[config.mk]
export PLATFORM = sky130hd
export DESIGN_NAME = mmio_serial_port
export DESIGN_NICKNAME = d
export VERILOG_FILES = /design/src/rtl/mmio_serial_pkg.sv /design/src/rtl/serial_tick_gen.sv /design/src/rtl/serial_tx.sv /design/src/rtl/serial_rx.sv /design/src/rtl/mmio_serial_port.sv
export SDC_FILE = /design/constraint.sdc
export NUM_CORES = 1
export LEC_CHECK = 0
export BUFFER_PORTS_ARGS = -buffer_cell sky130_fd_sc_hd__buf_2
export CELL_PAD_IN_SITES_DETAIL_PLACEMENT = 1
export CELL_PAD_IN_SITES_GLOBAL_PLACEMENT = 1
export CORE_MARGIN = 4
export CORE_UTILIZATION = 48
export DETAILED_ROUTE_END_ITERATION = 6
export PLACE_DENSITY_LB_ADDON = 0.3
export SYNTH_ARGS = -nofsm -noshare
export SYNTH_HDL_FRONTEND = slang
export SYNTH_SLANG_ARGS = --single-unit
[constraint.sdc]
create_clock -name clk -period 5.6 [get_ports clk]
set_input_delay 1.12 -clock clk [delete_from_list [all_inputs] [get_ports clk]]
set_output_delay 1.12 -clock clk [all_outputs]
set_load 0.05 [all_outputs]
[src/rtl/mmio_serial_pkg.sv]
package mmio_serial_pkg;
  localparam int OVERSAMPLE = 16;
  localparam int FRAME_BITS = 10;

  typedef enum logic [1:0] {
    RX_HUNT  = 2'd0,
    RX_SHIFT = 2'd1,
    RX_BREAK = 2'd2
  } rx_state_e;

  function automatic int os_divisor(input int clk_hz, input int baud);
    return (clk_hz + baud * (OVERSAMPLE / 2)) / (baud * OVERSAMPLE);
  endfunction
endpackage

[src/rtl/serial_tick_gen.sv]
module serial_tick_gen #(
  parameter int DIV = 33
) (
  input  logic clk,
  input  logic rst_n,
  input  logic clr_i,
  output logic tick_o
);
  localparam int CW = (DIV > 2) ? $clog2(DIV) : 1;

  logic [CW-1:0] cnt;

  always_ff @(posedge clk or negedge rst_n) begin
    if (!rst_n) begin
      cnt <= '0;
    end else if (clr_i || cnt == CW'(DIV - 1)) begin
      cnt <= '0;
    end else begin
      cnt <= cnt + 1'b1;
    end
  end

  assign tick_o = !clr_i && (cnt == CW'(DIV - 1));
endmodule

[src/rtl/serial_tx.sv]
module serial_tx
  import mmio_serial_pkg::*;
#(
  parameter int OS_DIV = 33
) (
  input  logic       clk,
  input  logic       rst_n,
  input  logic       start_i,
  input  logic [7:0] data_i,
  output logic       txd_o,
  output logic       idle_o
);
  localparam int OSW = $clog2(OVERSAMPLE);

  logic                  busy;
  logic [FRAME_BITS-1:0] sh;
  logic [OSW-1:0]        os_cnt;
  logic [3:0]            bit_cnt;
  logic                  tick;

  serial_tick_gen #(.DIV(OS_DIV)) u_tick (
    .clk    (clk),
    .rst_n  (rst_n),
    .clr_i  (!busy),
    .tick_o (tick)
  );

  always_ff @(posedge clk or negedge rst_n) begin
    if (!rst_n) begin
      busy    <= 1'b0;
      sh      <= '1;
      os_cnt  <= '0;
      bit_cnt <= '0;
    end else if (!busy) begin
      if (start_i) begin
        busy    <= 1'b1;
        sh      <= {1'b1, data_i, 1'b0};
        os_cnt  <= '0;
        bit_cnt <= '0;
      end
    end else if (tick) begin
      os_cnt <= os_cnt + 1'b1;
      if (os_cnt == OSW'(OVERSAMPLE - 1)) begin
        sh      <= {1'b1, sh[FRAME_BITS-1:1]};
        bit_cnt <= bit_cnt + 1'b1;
        if (bit_cnt == 4'(FRAME_BITS - 1)) busy <= 1'b0;
      end
    end
  end

  assign txd_o  = busy ? sh[0] : 1'b1;
  assign idle_o = !busy;


  tx_start_low_chk: assert property (@(posedge clk) disable iff (!rst_n)
    $rose(busy) |-> !txd_o);


  tx_stop_high_chk: assert property (@(posedge clk) disable iff (!rst_n)
    $fell(busy) |-> $past(txd_o));
endmodule

[src/rtl/serial_rx.sv]
module serial_rx
  import mmio_serial_pkg::*;
#(
  parameter int OS_DIV = 33
) (
  input  logic       clk,
  input  logic       rst_n,
  input  logic       rxd_i,
  output logic [7:0] data_o,
  output logic       done_o,
  output logic       idle_o
);
  localparam int OSW = $clog2(OVERSAMPLE);
  localparam logic [OSW-1:0] MID = OSW'(OVERSAMPLE / 2 - 1);

  rx_state_e      state;
  logic [1:0]     sync;
  logic           rxs;
  logic [OSW-1:0] os_cnt;
  logic [3:0]     bit_idx;
  logic [7:0]     sh;
  logic           tick;

  assign rxs = sync[1];

  serial_tick_gen #(.DIV(OS_DIV)) u_tick (
    .clk    (clk),
    .rst_n  (rst_n),
    .clr_i  (state != RX_SHIFT),
    .tick_o (tick)
  );

  always_ff @(posedge clk or negedge rst_n) begin
    if (!rst_n) begin
      sync <= 2'b11;
    end else begin
      sync <= {sync[0], rxd_i};
    end
  end

  always_ff @(posedge clk or negedge rst_n) begin
    if (!rst_n) begin
      state   <= RX_HUNT;
      os_cnt  <= '0;
      bit_idx <= '0;
      sh      <= '0;
      data_o  <= '0;
      done_o  <= 1'b0;
    end else begin
      done_o <= 1'b0;
      case (state)
        RX_HUNT: begin
          os_cnt  <= '0;
          bit_idx <= '0;
          if (!rxs) state <= RX_SHIFT;
        end
        RX_SHIFT: begin
          if (tick) begin
            os_cnt <= os_cnt + 1'b1;
            if (os_cnt == MID) begin
              if (bit_idx == 4'd0) begin
                if (rxs) state <= RX_HUNT;
              end else if (bit_idx == 4'(FRAME_BITS - 1)) begin
                if (rxs) begin
                  data_o <= sh;
                  done_o <= 1'b1;
                  state  <= RX_HUNT;
                end else begin
                  state <= RX_BREAK;
                end
              end else begin
                sh <= {rxs, sh[7:1]};
              end
            end
            if (os_cnt == OSW'(OVERSAMPLE - 1)) bit_idx <= bit_idx + 1'b1;
          end
        end
        RX_BREAK: begin
          if (rxs) state <= RX_HUNT;
        end
        default: state <= RX_HUNT;
      endcase
    end
  end

  assign idle_o = (state == RX_HUNT);


  rx_done_stop_chk: assert property (@(posedge clk) disable iff (!rst_n)
    done_o |-> ($past(rxs) && $past(state == RX_SHIFT)));


  rx_false_start_chk: assert property (@(posedge clk) disable iff (!rst_n)
    (state == RX_SHIFT && tick && os_cnt == MID && bit_idx == 4'd0 && rxs)
      |=> (state == RX_HUNT && !done_o));


  rx_break_wait_chk: assert property (@(posedge clk) disable iff (!rst_n)
    (state == RX_BREAK && !rxs) |=> (state == RX_BREAK));
endmodule

[src/rtl/mmio_serial_port.sv]
module mmio_serial_port
  import mmio_serial_pkg::*;
#(
  parameter int CLK_HZ    = 10_000_000,
  parameter int BAUD_RATE = 19_200,
  parameter int ADDR_W    = 12,
  parameter int DATA_W    = 16
) (
  input  logic              clk,
  input  logic              rst_n,
  input  logic [ADDR_W-1:0] bus_addr,
  input  logic              bus_wr,
  input  logic [DATA_W-1:0] bus_wdata,
  input  logic              bus_rd,
  output logic [DATA_W-1:0] bus_rdata,
  output logic              ser_txd,
  input  logic              ser_rxd
);
  localparam int OS_DIV = os_divisor(CLK_HZ, BAUD_RATE);
  localparam logic [ADDR_W-1:0] DATA_ADDR = {ADDR_W{1'b1}};
  localparam logic [ADDR_W-1:0] STAT_ADDR = DATA_ADDR - 1'b1;

  logic       hit_data, hit_stat;
  logic       wr_hit, rd_data;
  logic       tx_idle, rx_idle, rx_done, rx_valid;
  logic [7:0] rx_byte;
  logic       unused_hi;

  assign hit_data  = (bus_addr == DATA_ADDR);
  assign hit_stat  = (bus_addr == STAT_ADDR);
  assign wr_hit    = bus_wr && (hit_data || hit_stat);
  assign rd_data   = bus_rd && hit_data;
  assign unused_hi = ^bus_wdata[DATA_W-1:8];

  serial_tx #(.OS_DIV(OS_DIV)) u_tx (
    .clk     (clk),
    .rst_n   (rst_n),
    .start_i (wr_hit),
    .data_i  (bus_wdata[7:0]),
    .txd_o   (ser_txd),
    .idle_o  (tx_idle)
  );

  serial_rx #(.OS_DIV(OS_DIV)) u_rx (
    .clk    (clk),
    .rst_n  (rst_n),
    .rxd_i  (ser_rxd),
    .data_o (rx_byte),
    .done_o (rx_done),
    .idle_o (rx_idle)
  );

  always_ff @(posedge clk or negedge rst_n) begin
    if (!rst_n) begin
      rx_valid <= 1'b0;
    end else if (rx_done) begin
      rx_valid <= 1'b1;
    end else if (rd_data) begin
      rx_valid <= 1'b0;
    end
  end

  always_comb begin
    bus_rdata = '0;
    if (bus_rd) begin
      if (hit_data)      bus_rdata[7:0] = rx_byte;
      else if (hit_stat) bus_rdata[2:0] = {tx_idle, rx_idle, rx_valid};
    end
  end


  valid_clear_chk: assert property (@(posedge clk) disable iff (!rst_n)
    (rd_data && !rx_done) |=> !rx_valid);


  valid_set_chk: assert property (@(posedge clk) disable iff (!rst_n)
    rx_done |=> rx_valid);


  idle_line_chk: assert property (@(posedge clk) disable iff (!rst_n)
    tx_idle |-> ser_txd);
endmodule

Yosys cells after proc, flatten, opt, wreduce, memory -nomap -nowiden:

Index checks and enable logic that the tools add are counted.

* add/subtract/negate cells: 6
* eq/ne operators: 19
* muxes and demuxes: 43
* bitwise gates (word level): 2
* reduce and logical (&&, ||, !) cells: 21

Operator list (count)
* two-way mux 10 bit: 4
* two-way mux 4 bit: 9
* equality test 12 bit, second input constant: 2
* adder 4 x 1 -> 4 bit, second input constant: 4
* equality test 4 bit, second input constant: 4
* one-hot mux 4 bit (2 select lines): 2
* two-way mux 1 bit: 14
* two-way mux 2 bit: 7
* adder 6 x 1 -> 6 bit, second input constant: 2
* equality test 6 bit, second input constant: 2
* two-way mux 6 bit: 2
* two-way mux 8 bit: 1
* inequality test 2 x 1 -> 1 bit, second input constant: 4
* two-way mux 3 bit: 2
* inequality test 2 bit, second input constant: 3
* one-hot mux 2 bit (3 select lines): 1
* AND reduction 3 bit: 2
* AND reduction 6 bit: 1
* nonzero test 2 bit: 3
* two-way mux 5 bit: 1
* AND reduction 5 bit: 1
* equality test 4 x 3 -> 1 bit, second input constant: 1
* logical AND 1 bit: 4
* zero test 4 bit: 1
* other kinds (9): 14

* flip-flop bits (word level): 61
* logic and storage cells: 105

Depth between registers and ports, before layout:

* word-level depth: 6
* depth in mapped cells: 7
* depth with buffers taken out: 6

Hierarchy:

From an unflattened synthesis, not the netlist that was laid out.

* cell total of the unflattened synthesis: 277
* area, all modules: 3186.8 um2

Modules (own cells, without submodules)
* serial_rx: times used 1, cells each 104, area an instance 1388.8 um2, sequential area each 728.2 um2
* serial_tx: times used 1, cells each 81, area an instance 978.4 um2, sequential area each 461.7 um2
* serial_tick_gen: times used 2, cells each 29, area an instance 287.8 um2, sequential area each 150.1 um2
* mmio_serial_port: times used 1, cells each 34, area an instance 244.0 um2, sequential area each 25.0 um2

Worst setup path after synthesis:

No wires, ideal clock.

* path type: in2out
* start point: input port bus_addr[10]
* end point: output port bus_rdata[0]
* arrival time: 2502 ps
* required time: 4480 ps
* slack: 1978 ps
* stages: 3
* path buffers: 0
* cells stage by stage: nand4_1 > or4_1 > nor2_1

* cells in the longest elaborated chain, start to end: 4

RTL lines
* start: declaration: line mmio_serial_port.sv:11 `input logic [ADDR_W-1:0] bus_addr,`
* equality test 12 bit: line mmio_serial_port.sv:30 `assign hit_stat = (bus_addr == STAT_ADDR);`
* two-way mux 3 bit: line mmio_serial_port.sv:67 `else if (hit_stat) bus_rdata[2:0] = {tx_idle, rx_idle, rx_valid};`
* two-way mux 3 bit (*): line mmio_serial_port.sv:66 `if (hit_data) bus_rdata[7:0] = rx_byte;`
* two-way mux 8 bit (*): line mmio_serial_port.sv:65 `if (bus_rd) begin`
* end: declaration: line mmio_serial_port.sv:15 `output logic [DATA_W-1:0] bus_rdata,`

Mark *: on every way between the ends. The rest lies on a longest branch, timed or not.

Worst setup path in the final report:

* start point: input port bus_addr[10]
* end point: output port bus_rdata[7]

* cells in the longest elaborated chain, start to end: 3

RTL lines
* equality test 12 bit: line mmio_serial_port.sv:29 `assign hit_data = (bus_addr == DATA_ADDR);`
* two-way mux 5 bit: line mmio_serial_port.sv:66
* two-way mux 8 bit: line mmio_serial_port.sv:65

No other way between the ends.

==> impl_metrics.csv <==
group,metric,value,unit
sta,min_period,3.81,ns
setup_path,cp_data_arrival_time,2.69,ns
flow_run,maxCapViolCount,0,
sta,tightest_slew,1.14,ns
sta,rsz0062_at_grt,"no",
sta,drv_slew,0,
sta,timing.final.crit_share,68.0,%
logic_synthesis,netlist_area,3060,um^2
logic_synthesis,synth_area_leaders,"dfrtp_1 40%, mux2_2 9.6%, dfstp_2 9.4%",
clock_tree,cts_sinks,60,
logic_synthesis,ys_types,51,
global_routing,grt_max_degree,61,
layout,final_layout_size_suffix_gt1_share,29.8,%
placed_design,numPortBuffers,33,
hold_path,worstHoldStart,"u_rx.sync[0]$_DFF_PN1_",
placed_design,pre_cts_ws,1.80,ns
logic_synthesis,synthFlopType,"dfrtp_1",
logic_synthesis,yosysWarnings,0,
route,routed.top_layer,"met4",
global_routing,grt_overflow,0,
die,std_cell_rows,28,
layout,regArea,1520,um^2
setup_path,cp_max_fo,5,
die,dieWidth,87.9,um
layout,finalInstanceArea,3510,um^2
global_routing,track_usage,18.7,%
die,dieArea,7720,um^2
logic_synthesis,netlist.area_leader.share,40.0,%
clock_tree,cts_buffers,9,
logic_synthesis,synth_seq_cells,60,
die,io_pins,50,
logic_synthesis,async_flop_share,100,%
pwr,power.leakage,1.73,nW
logic_synthesis,synth_enable_flop_cells,0,
global_routing,antenna_found_initial,0,
setup_path,critPathRequiredTime,4.48,ns
route,wl,6.31,mm
sta,layout_setup_ws,1.79,ns
sta,relSlewSlack,23.2,%
layout,layout.cells.non_filler,397,
route,vias,2189,
route,drc_errors,0,
sta,timing.fmax,263,MHz
clock_tree,post_cts_resized,0,
setup_path,worstSetupEndpointType,"output pin",
sta,hold_viol_final,0,
hold_path,min_path_type,"register to register",
sta,finalSetupTns,0,ns
route,viasPerCell,5.51,
pwr,ir_drop,0.199,mV
route,wl_per_cell,15.9,um
logic_synthesis,syn_area_per_cell,11.0,um^2
clock_tree,cts_root_buf,"clkbuf_8",
logic_synthesis,ys_seq_area_share,49.5,%
route,drtAntennaViolNets,0,
sta,fin_hold_ws,0.358,ns
layout,diodes,0,
logic_synthesis,synth_common_cells,"49 x dfrtp_1, 26 x mux2_2, 24 x nor2_1",
placed_design,hpwl,4.47,mm
logic_synthesis,synth_cells,279,
global_routing,grt_pass1_vias,2375,
pwr,finalPower,0.944,mW
route,wl_met1,2.70,mm
global_routing,grt_pass1_wl,11.2,mm
setup_path,rr_startpoint,"u_tx.busy$_DFF_PN0_",
sta,fin_skew,0.00719,ns
clock_tree,worstSkewPairLatency,0.33,ns
layout,utilization,57.9,%
setup_path,cp-startpoint,"bus_addr[10]",
route,firstDrtPassIters,4,
clock_tree,cts_buffer_depth,2,
die,start_util,50.5,%
clock_tree,htree_levels,3,
placed_design,placed_area,3260,um^2
placed_design,finalWeightedCongestion,0.731,
logic_synthesis,yosysMostFrequentCell,"dfrtp_1",
placed_design,place_inst,381,
clock_tree,cts_tree,"built",
layout,num-nets-final,361,
layout,multi_input_area,1420,um^2
die,die_y,87.9,um
route,wl_met3,244,um
run_status,status,"completed",
clock_tree,cts_setup_buffers,0,
route,wl_met2,3.31,mm
logic_synthesis,synth_area_leader_cell,"dfrtp_1",
setup_path,path_class,"input pin to output pin",
layout,syn2layout_area_growth,14.6,%
pwr,pwr_density_cell,269,nW/um^2
layout,nFillCells,687,
setup_path,start_kind,"input pin",
clock_tree,hold_buffers,0,
clock_tree,clk_pin_slew_worst_paths,0.07,ns
die,core_area,6060,um^2
sta,final-setup-viol-count,0,
route,drt_iter0_markers,59,
final timing paths:
path	end	slack [ns]	cells after the start
max	bus_rdata[7]	1.79	6
min	u_rx.sync[1]$_DFF_PN1_	0.36	0
max reg2reg	u_tx.sh[2]$_DFFE_PN1P_	3.03	4
min reg2reg	u_rx.sync[1]$_DFF_PN1_	0.36	0
max in group asynchronous	u_rx.state[1]$_DFFE_PN0P_	4.17	2
min in group asynchronous	u_tx.bit_cnt[3]$_DFFE_PN0P_	0.93	2
where the power goes:
part	total [mW]	switching [mW]	leakage (nW)	internal, mW
sequential	0.436	0.000521	0.729	0.435
combinational	0.0305	0.0234	0.875	0.00704
clock	0.478	0.171	0.122	0.308
worst max-delay path: stages:
cell and delay [ns]:
buf_2 0.07, nand4_1 0.12, or4_1 0.66, nor2_1 0.28, and2_1 0.17, buf_2 0.26
cells by family after synthesis:
logic type                 count (synthesis)  share of synthesized area [%]
and+or+nand+nor                           99                           17.4
xor gates and xnor gates                   9                           2.57
adders and majority gates                 11                           4.49
other                                      1                          0.122
muxes                                     34                           13.0
AOI/OAI and AO/OA                         34                           7.84
buffers and inverters                     31                           5.15
DFF                                       60                           49.5
layout by cell type, fill, tap and decap left out, drive strengths merged, types with 3 or more instances in the layout:
cell,Yosys,routed
a21oi,7,7
and2,7,7
and3,3,3
buf,10,34
bufinv,0,3
clkbuf,4,10
conb,1,8
dfrtp,49,49
dfstp,11,11
ha,11,11
inv,17,17
mux2,31,31
mux2i,3,3
nand2,19,19
nand2b,3,3
nand3,16,16
nand4,6,6
nor2,24,24
nor3,5,5
o21ai,10,10
xnor2,6,6
xor2,3,3
area by class of cell:
| type | instances | area share (%) |
|---|---|---|
| Timing Repair Buffer | 34 | 4.92 |
| Inverter | 17 | 1.82 |
| Clock buffer | 10 | 3.92 |
| Tap cell | 75 | 2.67 |
| Sequential cell | 60 | 43.2 |
| Multi-Input combinational cell | 195 | 40.3 |
| Clock inverter | 6 | 3.17 |
state kept, by name, indices dropped and copies added, names as in the netlist, 2 cells and up:
register         count
u_tx.bit_cnt         4
u_rx.data_o          8
u_rx.os_cnt          4
u_rx.state           2
u_rx.sh              8
u_tx.sh              9
u_rx.sync            2
u_tx.os_cnt          4
u_rx.bit_idx         4
u_rx.u_tick.cnt      6
u_tx.u_tick.cnt      6
metal layers:
layer | up-vias | global-route usage [%]
met5 | - | 0
met4 | 0 | 4.32
met3 | 6 | 5.93
met2 | 31 | 32.6
met1 | 1106 | 22.7
li1 | 1046 | -
Power figures use the tool's default switching activity.
